## src/rtl/irq_pkg.sv

```systemverilog
package irq_pkg;

  typedef enum logic [2:0] {
    OP_DECODE   = 3'd0,
    OP_SET_VEC  = 3'd1,
    OP_GET_VEC  = 3'd2,
    OP_QCTL     = 3'd3,
    OP_SOFT_INT = 3'd4,
    OP_RETURN   = 3'd5
  } irq_op_e;

  // busy length of a command; go marks an entry that really pushes
  function automatic logic [2:0] op_len(irq_op_e op, logic go);
    case (op)
      OP_DECODE:   op_len = go ? 3'd2 : 3'd1;
      OP_QCTL:     op_len = 3'd2;
      OP_SOFT_INT: op_len = 3'd4;
      OP_RETURN:   op_len = 3'd3;
      default:     op_len = 3'd1;
    endcase
  endfunction

  // stack grows toward lower addresses
  function automatic logic [15:0] stack_below(logic [15:0] sp, logic [1:0] n);
    stack_below = sp - 16'(n);
  endfunction

  function automatic logic [15:0] stack_above(logic [15:0] sp, logic [1:0] n);
    stack_above = sp + 16'(n);
  endfunction

endpackage

```

## src/rtl/irq_msg_fifo.sv

```systemverilog
module irq_msg_fifo #(
  parameter int W     = 16,
  parameter int DEPTH = 256
) (
  input  logic                       clk,
  input  logic                       rst_n,
  input  logic                       push,
  input  logic [W-1:0]               push_data,
  input  logic                       pop,
  output logic [W-1:0]               head,
  output logic [$clog2(DEPTH):0]     count
);
  localparam int AW = $clog2(DEPTH);
  localparam int CW = AW + 1;

  logic [W-1:0]  store [DEPTH];
  logic [AW-1:0] wp, rp;
  logic [CW-1:0] cnt;

  function automatic logic [AW-1:0] step_ptr(logic [AW-1:0] p);
    step_ptr = (p == AW'(DEPTH - 1)) ? '0 : p + 1'b1;
  endfunction

  always_ff @(posedge clk) begin
    if (push) store[wp] <= push_data;
  end

  always_ff @(posedge clk) begin
    if (!rst_n) begin
      wp  <= '0;
      rp  <= '0;
      cnt <= '0;
    end else begin
      if (push) wp <= step_ptr(wp);
      if (pop)  rp <= step_ptr(rp);
      cnt <= cnt + CW'(push) - CW'(pop);
    end
  end

  assign head  = store[rp];
  assign count = cnt;
endmodule

```

## src/rtl/irq_step_ctr.sv

```systemverilog
module irq_step_ctr #(
  parameter int LW = 3
) (
  input  logic          clk,
  input  logic          rst_n,
  input  logic          start,
  input  logic [LW-1:0] len,
  output logic          busy,
  output logic [LW-1:0] idx,
  output logic          last,
  output logic          done
);
  logic [LW-1:0] len_q;

  assign last = busy && (idx == len_q - 1'b1);

  always_ff @(posedge clk) begin
    if (!rst_n) begin
      busy  <= 1'b0;
      idx   <= '0;
      len_q <= LW'(1);
      done  <= 1'b0;
    end else begin
      done <= last;
      if (start) begin
        busy  <= 1'b1;
        idx   <= '0;
        len_q <= len;
      end else if (busy) begin
        if (last) busy <= 1'b0;
        else      idx  <= idx + 1'b1;
      end
    end
  end
endmodule

```

## src/rtl/irq_entry_ctrl.sv

```systemverilog
module irq_entry_ctrl
  import irq_pkg::*;
#(
  parameter int W      = 16,
  parameter int QDEPTH = 256
) (
  input  logic                      clk,
  input  logic                      rst_n,
  input  logic                      hw_valid,
  input  logic [W-1:0]              hw_msg,
  input  logic                      cmd_valid,
  input  logic [2:0]                cmd_op,
  input  logic [W-1:0]              cmd_arg,
  input  logic [W-1:0]              cmd_ret_pc,
  output logic                      cmd_ready,
  output logic                      cmd_done,
  output logic [W-1:0]              cmd_result,
  input  logic [W-1:0]              cpu_pc,
  input  logic [W-1:0]              cpu_a,
  input  logic [W-1:0]              cpu_sp,
  output logic                      pc_load,
  output logic [W-1:0]              pc_value,
  output logic                      a_load,
  output logic [W-1:0]              a_value,
  output logic                      sp_load,
  output logic [W-1:0]              sp_value,
  output logic                      mem_we,
  output logic                      mem_re,
  output logic [W-1:0]              mem_addr,
  output logic [W-1:0]              mem_wdata,
  input  logic [W-1:0]              mem_rdata,
  output logic [$clog2(QDEPTH):0]   queue_count,
  output logic                      reads_enabled,
  output logic                      fault
);
  localparam int CW = $clog2(QDEPTH) + 1;

  logic [W-1:0]  vec_q, arg_q, ret_q, msg_q, res_q;
  logic          rden_q, fault_q, go_q;
  irq_op_e       op_q, op_in;
  logic          busy, last, done;
  logic [2:0]    idx, len_in;
  logic [W-1:0]  fifo_head;
  logic [CW-1:0] fifo_cnt;

  // named internal events
  logic accept, dec_hit, dq_ev, take_ev, enq_ev, ovf_ev, go_in;
  logic fifo_full, fifo_empty, vec_set;

  assign op_in      = irq_op_e'(cmd_op);
  assign vec_set    = (vec_q != '0);
  assign fifo_full  = (fifo_cnt == CW'(QDEPTH));
  assign fifo_empty = (fifo_cnt == '0);
  assign accept     = cmd_valid && !busy;
  assign dec_hit    = accept && (op_in == OP_DECODE);
  assign dq_ev      = dec_hit && rden_q && !fifo_empty;
  assign take_ev    = dq_ev && vec_set;
  assign ovf_ev     = dec_hit && (fifo_cnt > CW'(QDEPTH - 1));
  assign enq_ev     = hw_valid && vec_set && !fifo_full;
  assign go_in      = (op_in == OP_SOFT_INT) ? vec_set : take_ev;
  assign len_in     = op_len(op_in, go_in);

  irq_msg_fifo #(.W(W), .DEPTH(QDEPTH)) u_fifo (
    .clk       (clk),
    .rst_n     (rst_n),
    .push      (enq_ev),
    .push_data (hw_msg),
    .pop       (dq_ev),
    .head      (fifo_head),
    .count     (fifo_cnt)
  );

  irq_step_ctr #(.LW(3)) u_step (
    .clk   (clk),
    .rst_n (rst_n),
    .start (accept),
    .len   (len_in),
    .busy  (busy),
    .idx   (idx),
    .last  (last),
    .done  (done)
  );

  always_ff @(posedge clk) begin
    if (!rst_n) begin
      vec_q   <= '0;
      arg_q   <= '0;
      ret_q   <= '0;
      msg_q   <= '0;
      res_q   <= '0;
      rden_q  <= 1'b1;
      fault_q <= 1'b0;
      go_q    <= 1'b0;
      op_q    <= OP_GET_VEC;
    end else begin
      if (accept) begin
        op_q  <= op_in;
        arg_q <= cmd_arg;
        ret_q <= cmd_ret_pc;
        go_q  <= go_in;
      end
      if (dq_ev)   msg_q   <= fifo_head;
      if (take_ev) rden_q  <= 1'b0;
      if (ovf_ev)  fault_q <= 1'b1;
      if (busy && idx == 3'd0) begin
        case (op_q)
          OP_SET_VEC:  vec_q  <= arg_q;
          OP_GET_VEC:  res_q  <= vec_q;
          OP_QCTL:     rden_q <= (arg_q == '0);
          OP_SOFT_INT: if (go_q) rden_q <= 1'b0;
          OP_RETURN:   rden_q <= 1'b1;
          default:     ;
        endcase
      end
    end
  end

  always_comb begin
    mem_we    = 1'b0;
    mem_re    = 1'b0;
    mem_addr  = '0;
    mem_wdata = '0;
    pc_load   = 1'b0;
    pc_value  = '0;
    a_load    = 1'b0;
    a_value   = '0;
    sp_load   = 1'b0;
    sp_value  = '0;
    if (busy) begin
      case (op_q)
        OP_DECODE, OP_SOFT_INT: begin
          if (go_q) begin
            if (idx == 3'd0) begin
              mem_we    = 1'b1;
              mem_addr  = stack_below(cpu_sp, 2'd1);
              mem_wdata = (op_q == OP_DECODE) ? cpu_pc : ret_q;
            end
            if (idx == 3'd1) begin
              mem_we    = 1'b1;
              mem_addr  = stack_below(cpu_sp, 2'd2);
              mem_wdata = cpu_a;
            end
            if ((op_q == OP_DECODE && idx == 3'd1) ||
                (op_q == OP_SOFT_INT && idx == 3'd2)) begin
              pc_load  = 1'b1;
              pc_value = vec_q;
              sp_load  = 1'b1;
              sp_value = stack_below(cpu_sp, 2'd2);
              if (op_q == OP_DECODE) begin
                a_load  = 1'b1;
                a_value = msg_q;
              end
            end
          end
        end
        OP_RETURN: begin
          if (idx == 3'd0) begin
            mem_re   = 1'b1;
            mem_addr = cpu_sp;
          end
          if (idx == 3'd1) begin
            mem_re   = 1'b1;
            mem_addr = stack_above(cpu_sp, 2'd1);
            a_load   = 1'b1;
            a_value  = mem_rdata;
          end
          if (idx == 3'd2) begin
            pc_load  = 1'b1;
            pc_value = mem_rdata;
            sp_load  = 1'b1;
            sp_value = stack_above(cpu_sp, 2'd2);
          end
        end
        default: ;
      endcase
    end
  end

  assign cmd_ready     = !busy;
  assign cmd_done      = done;
  assign cmd_result    = res_q;
  assign queue_count   = fifo_cnt;
  assign reads_enabled = rden_q;
  assign fault         = fault_q;
endmodule

```

## config.mk

```make
export PLATFORM = sky130hd
export DESIGN_NAME = irq_entry_ctrl
export DESIGN_NICKNAME = d
export VERILOG_FILES = /design/src/rtl/irq_pkg.sv /design/src/rtl/irq_msg_fifo.sv /design/src/rtl/irq_step_ctr.sv /design/src/rtl/irq_entry_ctrl.sv
export SDC_FILE = /design/constraint.sdc
export NUM_CORES = 2
export LEC_CHECK = 0
export BUFFER_PORTS_ARGS = -buffer_cell sky130_fd_sc_hd__buf_2
export CAP_MARGIN = 0
export CORE_ASPECT_RATIO = 0.9
export CORE_MARGIN = 2
export CORE_UTILIZATION = 30
export DETAILED_ROUTE_END_ITERATION = 8
export GPL_TIMING_DRIVEN = 0
export SETUP_SLACK_MARGIN = 0.3
export SYNTH_ARGS = -nofsm -noshare
export SYNTH_HDL_FRONTEND = slang
export SYNTH_SLANG_ARGS = --single-unit
export TNS_END_PERCENT = 1
```

## constraint.sdc

```tcl
create_clock -name clk -period 3.7 [get_ports clk]
set_clock_uncertainty 0.2 [all_clocks]
set_input_delay 0.74 -clock clk [delete_from_list [all_inputs] [get_ports clk]]
set_output_delay 0.74 -clock clk [all_outputs]
set_load 0.02 [all_outputs]
```

==> impl_metrics.py <==
metrics = {
    "critical_path": {
        "slowest_delay_ns": 0.43,
        "crit_path_cell_trace": "buf_12, buf_16, buf_8, buf_16, buf_12, buf_16, buf_16, buf_8, buf_8, mux2i_1, o221ai_1, o21ai_1, o211ai_1, o221ai_1, o31ai_4",
        "critPathLaunchType": "flip-flop",
        "critical_path_class": "reg2reg",
        "crit_buf_inv": 9,
        "setup.worst_path.end_class": "flip-flop",
        "r2r-start": "u_fifo.rp[0]$_SDFFE_PN0P_",
        "critical_path.max_fanout": 10,
        "timing.reg2reg.setup_slack_ns": -0.43,
        "reg2reg_to": "msg_q[6]$_SDFFE_PN0P_",
        "arrival_worst_endpoint_ns": 4.80,
        "worstRegToRegCells": 15,
        "cpLargestDelayFamily": "buffers and inverters",
        "most_numerous_cell_on_the_critical_path": "buf_16",
        "cp_data_required_time_ns": 4.37,
        "critical_path.slowest_cell": "o31ai_4",
    },
    "clocking": {
        "h_tree_levels": 5,
        "clockBufferDepth": 4,
        "tritoncts.num_buffers": 408,
        "clk-insertion-delay-late_ns": 1.05,
        "clk_pin_slew_ns": 0.07,
        "tritoncts_clock_tree": "yes",
        "cts-root-buf": "clkbuf_16",
        "cts.sink_count": 4215,
    },
    "sta": {
        "timing.final.setup_violations": 839,
        "tightest_slew_ns": 1.41,
        "period_needed_ns": 4.13,
        "slew_violations": 0,
        "headroom_to_the_max_slew_limit": 0.0570,
        "fin_crit_sh": 1.12,
        "timing.final.hold_violations": 0,
        "rsz_0062_raised_after_global_routing": "true",
        "fin_hold_ws_ns": 0.0452,
        "layout_setup_ws_ns": -0.427,
        "fmaxAchievable_mhz": 242,
    },
    "pwr": {
        "peakVddDrop_mv": 0.422,
        "total_power_consumption_of_the_routed_design_mw": 98.9,
        "p_per_area_nw_per_um2": 488,
        "cellLeakagePower_nw": 61.8,
    },
    "synthesis": {
        "average_cell_area_after_synthesis_sq_um": 20.0,
        "synth_adder_area_share": 0.00270,
        "netlist_instances": 8272,
        "synth_edf_count": 4096,
        "netlist.top_cell.by_area": "edfxtp_1",
        "synth_compound_area_frac": 0.0391,
        "synth.top_cell.area_share": 0.745,
        "share_of_cell_area_taken_by_muxes_after_synthesis": 0.149,
        "synthXorXnorAreaFrac": 0.00170,
        "largest_family_of_logic_cells_by_synthesized_area": "multiplexers",
        "synth-seq-area-share": 0.759,
        "synth.area.top_cells": "edfxtp_1 74%, mux4_2 11%, mux2i_1 3.3%",
        "post_synth_instance_area_sq_um": 165000,
        "async_reset_ff_frac": 0,
        "ys_warn_count": 0,
        "flops_latches_synth": 4215,
        "synth_simple_gate_area_share": 0.0289,
        "post_syn_nets": 8426,
        "synth_cell_types": 80,
        "synth_flop_cell": "edfxtp_1",
    },
    "floorplanning": {
        "io_pins": 233,
        "core_sq_um": 548000,
        "die_area_sq_um": 556000,
        "die_w_microns": 786,
        "die_height_microns": 708,
        "fp-row-count": 258,
        "floorplan.initialDensity": 0.301,
    },
    "cells_and_area": {
        "area.sequential_sq_um": 125000,
        "filler_cell_count": 49700,
        "multi_input_comb_area_sq_um": 40300,
        "area_delta_synth_final_pct": 22.8,
        "final_layout_size_suffix_gt1_frac": 0.326,
        "fin_util": 0.370,
        "num-nets-final": 9584,
    },
    "drt": {
        "vias": 95000,
        "drt_iter0_markers": 17600,
        "drt.antenna.violating_nets": 0,
        "post-route-drc-count": 0,
        "route.detailed.vias_per_inst": 5.56,
        "wire_per_inst_microns": 35.2,
        "drt_first_pass_iters": 6,
        "drt_wl_total_microns": 602000,
    },
    "grt": {
        "grt_usage": 0.208,
        "grt_max_degree": 146,
        "first_global_vias": 88700,
        "grt_pass1_wl_microns": 792000,
        "antenna_found_initial": 59,
        "overflow": 0,
    },
    "flow_run": {
        "max-cap-violations": 0,
    },
    "worst_hold_path": {
        "holdPathEnd": "u_step.idx[0]$_SDFFE_PP0P_",
        "timing.hold.worst_path_depth": 4,
        "hp-start": "cmd_valid",
        "hold_path.class": "in2reg",
    },
    "place": {
        "port_buffers": 229,
        "detailed_place_hpwl_microns": 418000,
        "gp_routability_congestion": 1.01,
        "post-place-ws_ns": -2.94,
    },
    "status": {
        "result_of_the_run": "finished, violations left",
        "violations": "negative setup slack",
    },
}
-- registers in the layout, indices dropped and copies added, names as in the netlist --
register and flops:
u_step.len_q 3, fault 1, arg_q 16, cmd_result 16
msg_q 16, u_step.idx 3, u_step.busy 1, go_q 1
u_fifo.rp 8, vec_q 16, u_fifo.count 9, ret_q 16
u_step.done 1, op_q 3, u_fifo.store 4096, reads_enabled 1
u_fifo.wp 8
-- cells in the mapped netlist, types with 11 or more instances --
cell type	instances
ha_1	34
nand2_1	347
buf_6	81
dfxtp_1	119
a211o_1	29
buf_2	106
mux2i_1	546
nor2b_1	13
buf_4	69
a221oi_1	14
or3_1	20
nand4_1	15
inv_1	30
a22oi_1	66
a31oi_1	17
o31ai_1	14
nor3_1	68
clkbuf_1	205
mux2_2	19
xnor2_1	15
a2111oi_0	17
nand2b_1	11
nor2_1	467
nand3_1	67
mux4_2	832
a22o_1	39
edfxtp_1	4096
o21ai_0	127
a21oi_1	163
buf_1	27
nor4_1	23
xor2_1	17
o221ai_1	89
a32oi_1	27
o211ai_1	26
a211oi_1	56
and2_1	19
o22ai_1	206
-- timing repair --
action                                  in CTS  in global routing
cloned                                       0                  2
hold endpoints to repair                   333                  0
gates resized for setup                   1074                440
endpoints found under the setup margin    4196               3112
hold buffers                                56                  0
pin swaps                                   60                 75
setup buffers                               56                121
-- metrics by stage --
step           area, sq um  std cells  TNS [ns]
2_1_floorplan       165000       8272         0
3_3_place_gp        175000      15800         -
3_5_place_dp        182000      16100  -4278.21
4_1_cts             200000      16900    -70.39
5_1_grt             203000      17100    -63.83
6_report            203000      17100    -99.53
-- layout make-up --
class / count / area share
Timing Repair Buffer: 749 / 0.0451
Buffer: 499 / 0.0271
Clock inverter: 256 / 0.0123
Sequential cell: 4215 / 0.619
Multi-Input combinational cell: 3525 / 0.199
Clock buffer: 494 / 0.0523
Antenna cell: 28 / 0.000346
Inverter: 32 / 0.000771
Tap cell: 7280 / 0.0449
-- report_power, final --
group | internal (mW) | switching [mW] | total, mW
clock network | 22.9 | 18.9 | 41.8
logic | 1.70 | 2.91 | 4.61
registers | 52.4 | 0.104 | 52.5
-- layout by cell type (no fill, tap or decap), drive strengths merged, types with 28 or more instances in the layout --
cell type    instances
mux4               842
clkinv             199
nor2               467
inv                 41
a211oi              56
diode               28
o221ai              89
a211o               29
mux2i              546
nand2              347
buf               1002
ha                  34
o22ai              206
a22oi               66
clkbuf             684
dfxtp              119
o21ai              127
nand3               67
edfxtp            4096
nor3                69
a21oi              163
bufinv              34
dlygate4sd3         56
a22o                39
-- how the worst max path moves through the flow --
stage | start | end | slack, ns | cells after the start
4_1_cts | u_step.idx[1]$_SDFFE_PP0P_ | mem_addr[9] | -0.47 | 10
3_5_place_dp | u_fifo.rp[4]$_SDFFE_PN0P_ | msg_q[6]$_SDFFE_PN0P_ | -2.94 | 12
3_3_place_gp | u_fifo.rp[3]$_SDFFE_PN0P_ | msg_q[8]$_SDFFE_PN0P_ | -3.94 | 9
5_1_grt | op_q[0]$_SDFFE_PN0P_ | sp_value[15] | -0.47 | 9
6_report | u_fifo.rp[0]$_SDFFE_PN0P_ | msg_q[6]$_SDFFE_PN0P_ | -0.43 | 15
2_1_floorplan | cpu_sp[1] | mem_addr[9] | 0.14 | 9
-- layer usage --
layer | GRT usage | wire length, microns
met3 | 0.0857 | 94100
met5 | 0 | 205
met1 | 0.277 | 222000
met2 | 0.293 | 249000
met4 | 0.102 | 35800
-- kinds of logic (layout without fill, tap and decap cells) --
group | count (synthesis) | count (layout)
buffers and inverters | 532 | 2030
adder cells (fa/ha/maj) | 35 | 35
XOR/XNOR | 32 | 32
AND/OR/NAND/NOR | 1103 | 1103
other | 0 | 28
multiplexers | 1407 | 1407
flip-flops | 4215 | 4215
AO/OA/AOI/OAI | 948 | 948
-- worst min-delay path, stage by stage --
cell	delay, ns
buf_2	0.13
nand2b_4	0.08
nand2_1	0.18
nor2_1	0.07
(Power assumes the default switching activity.)
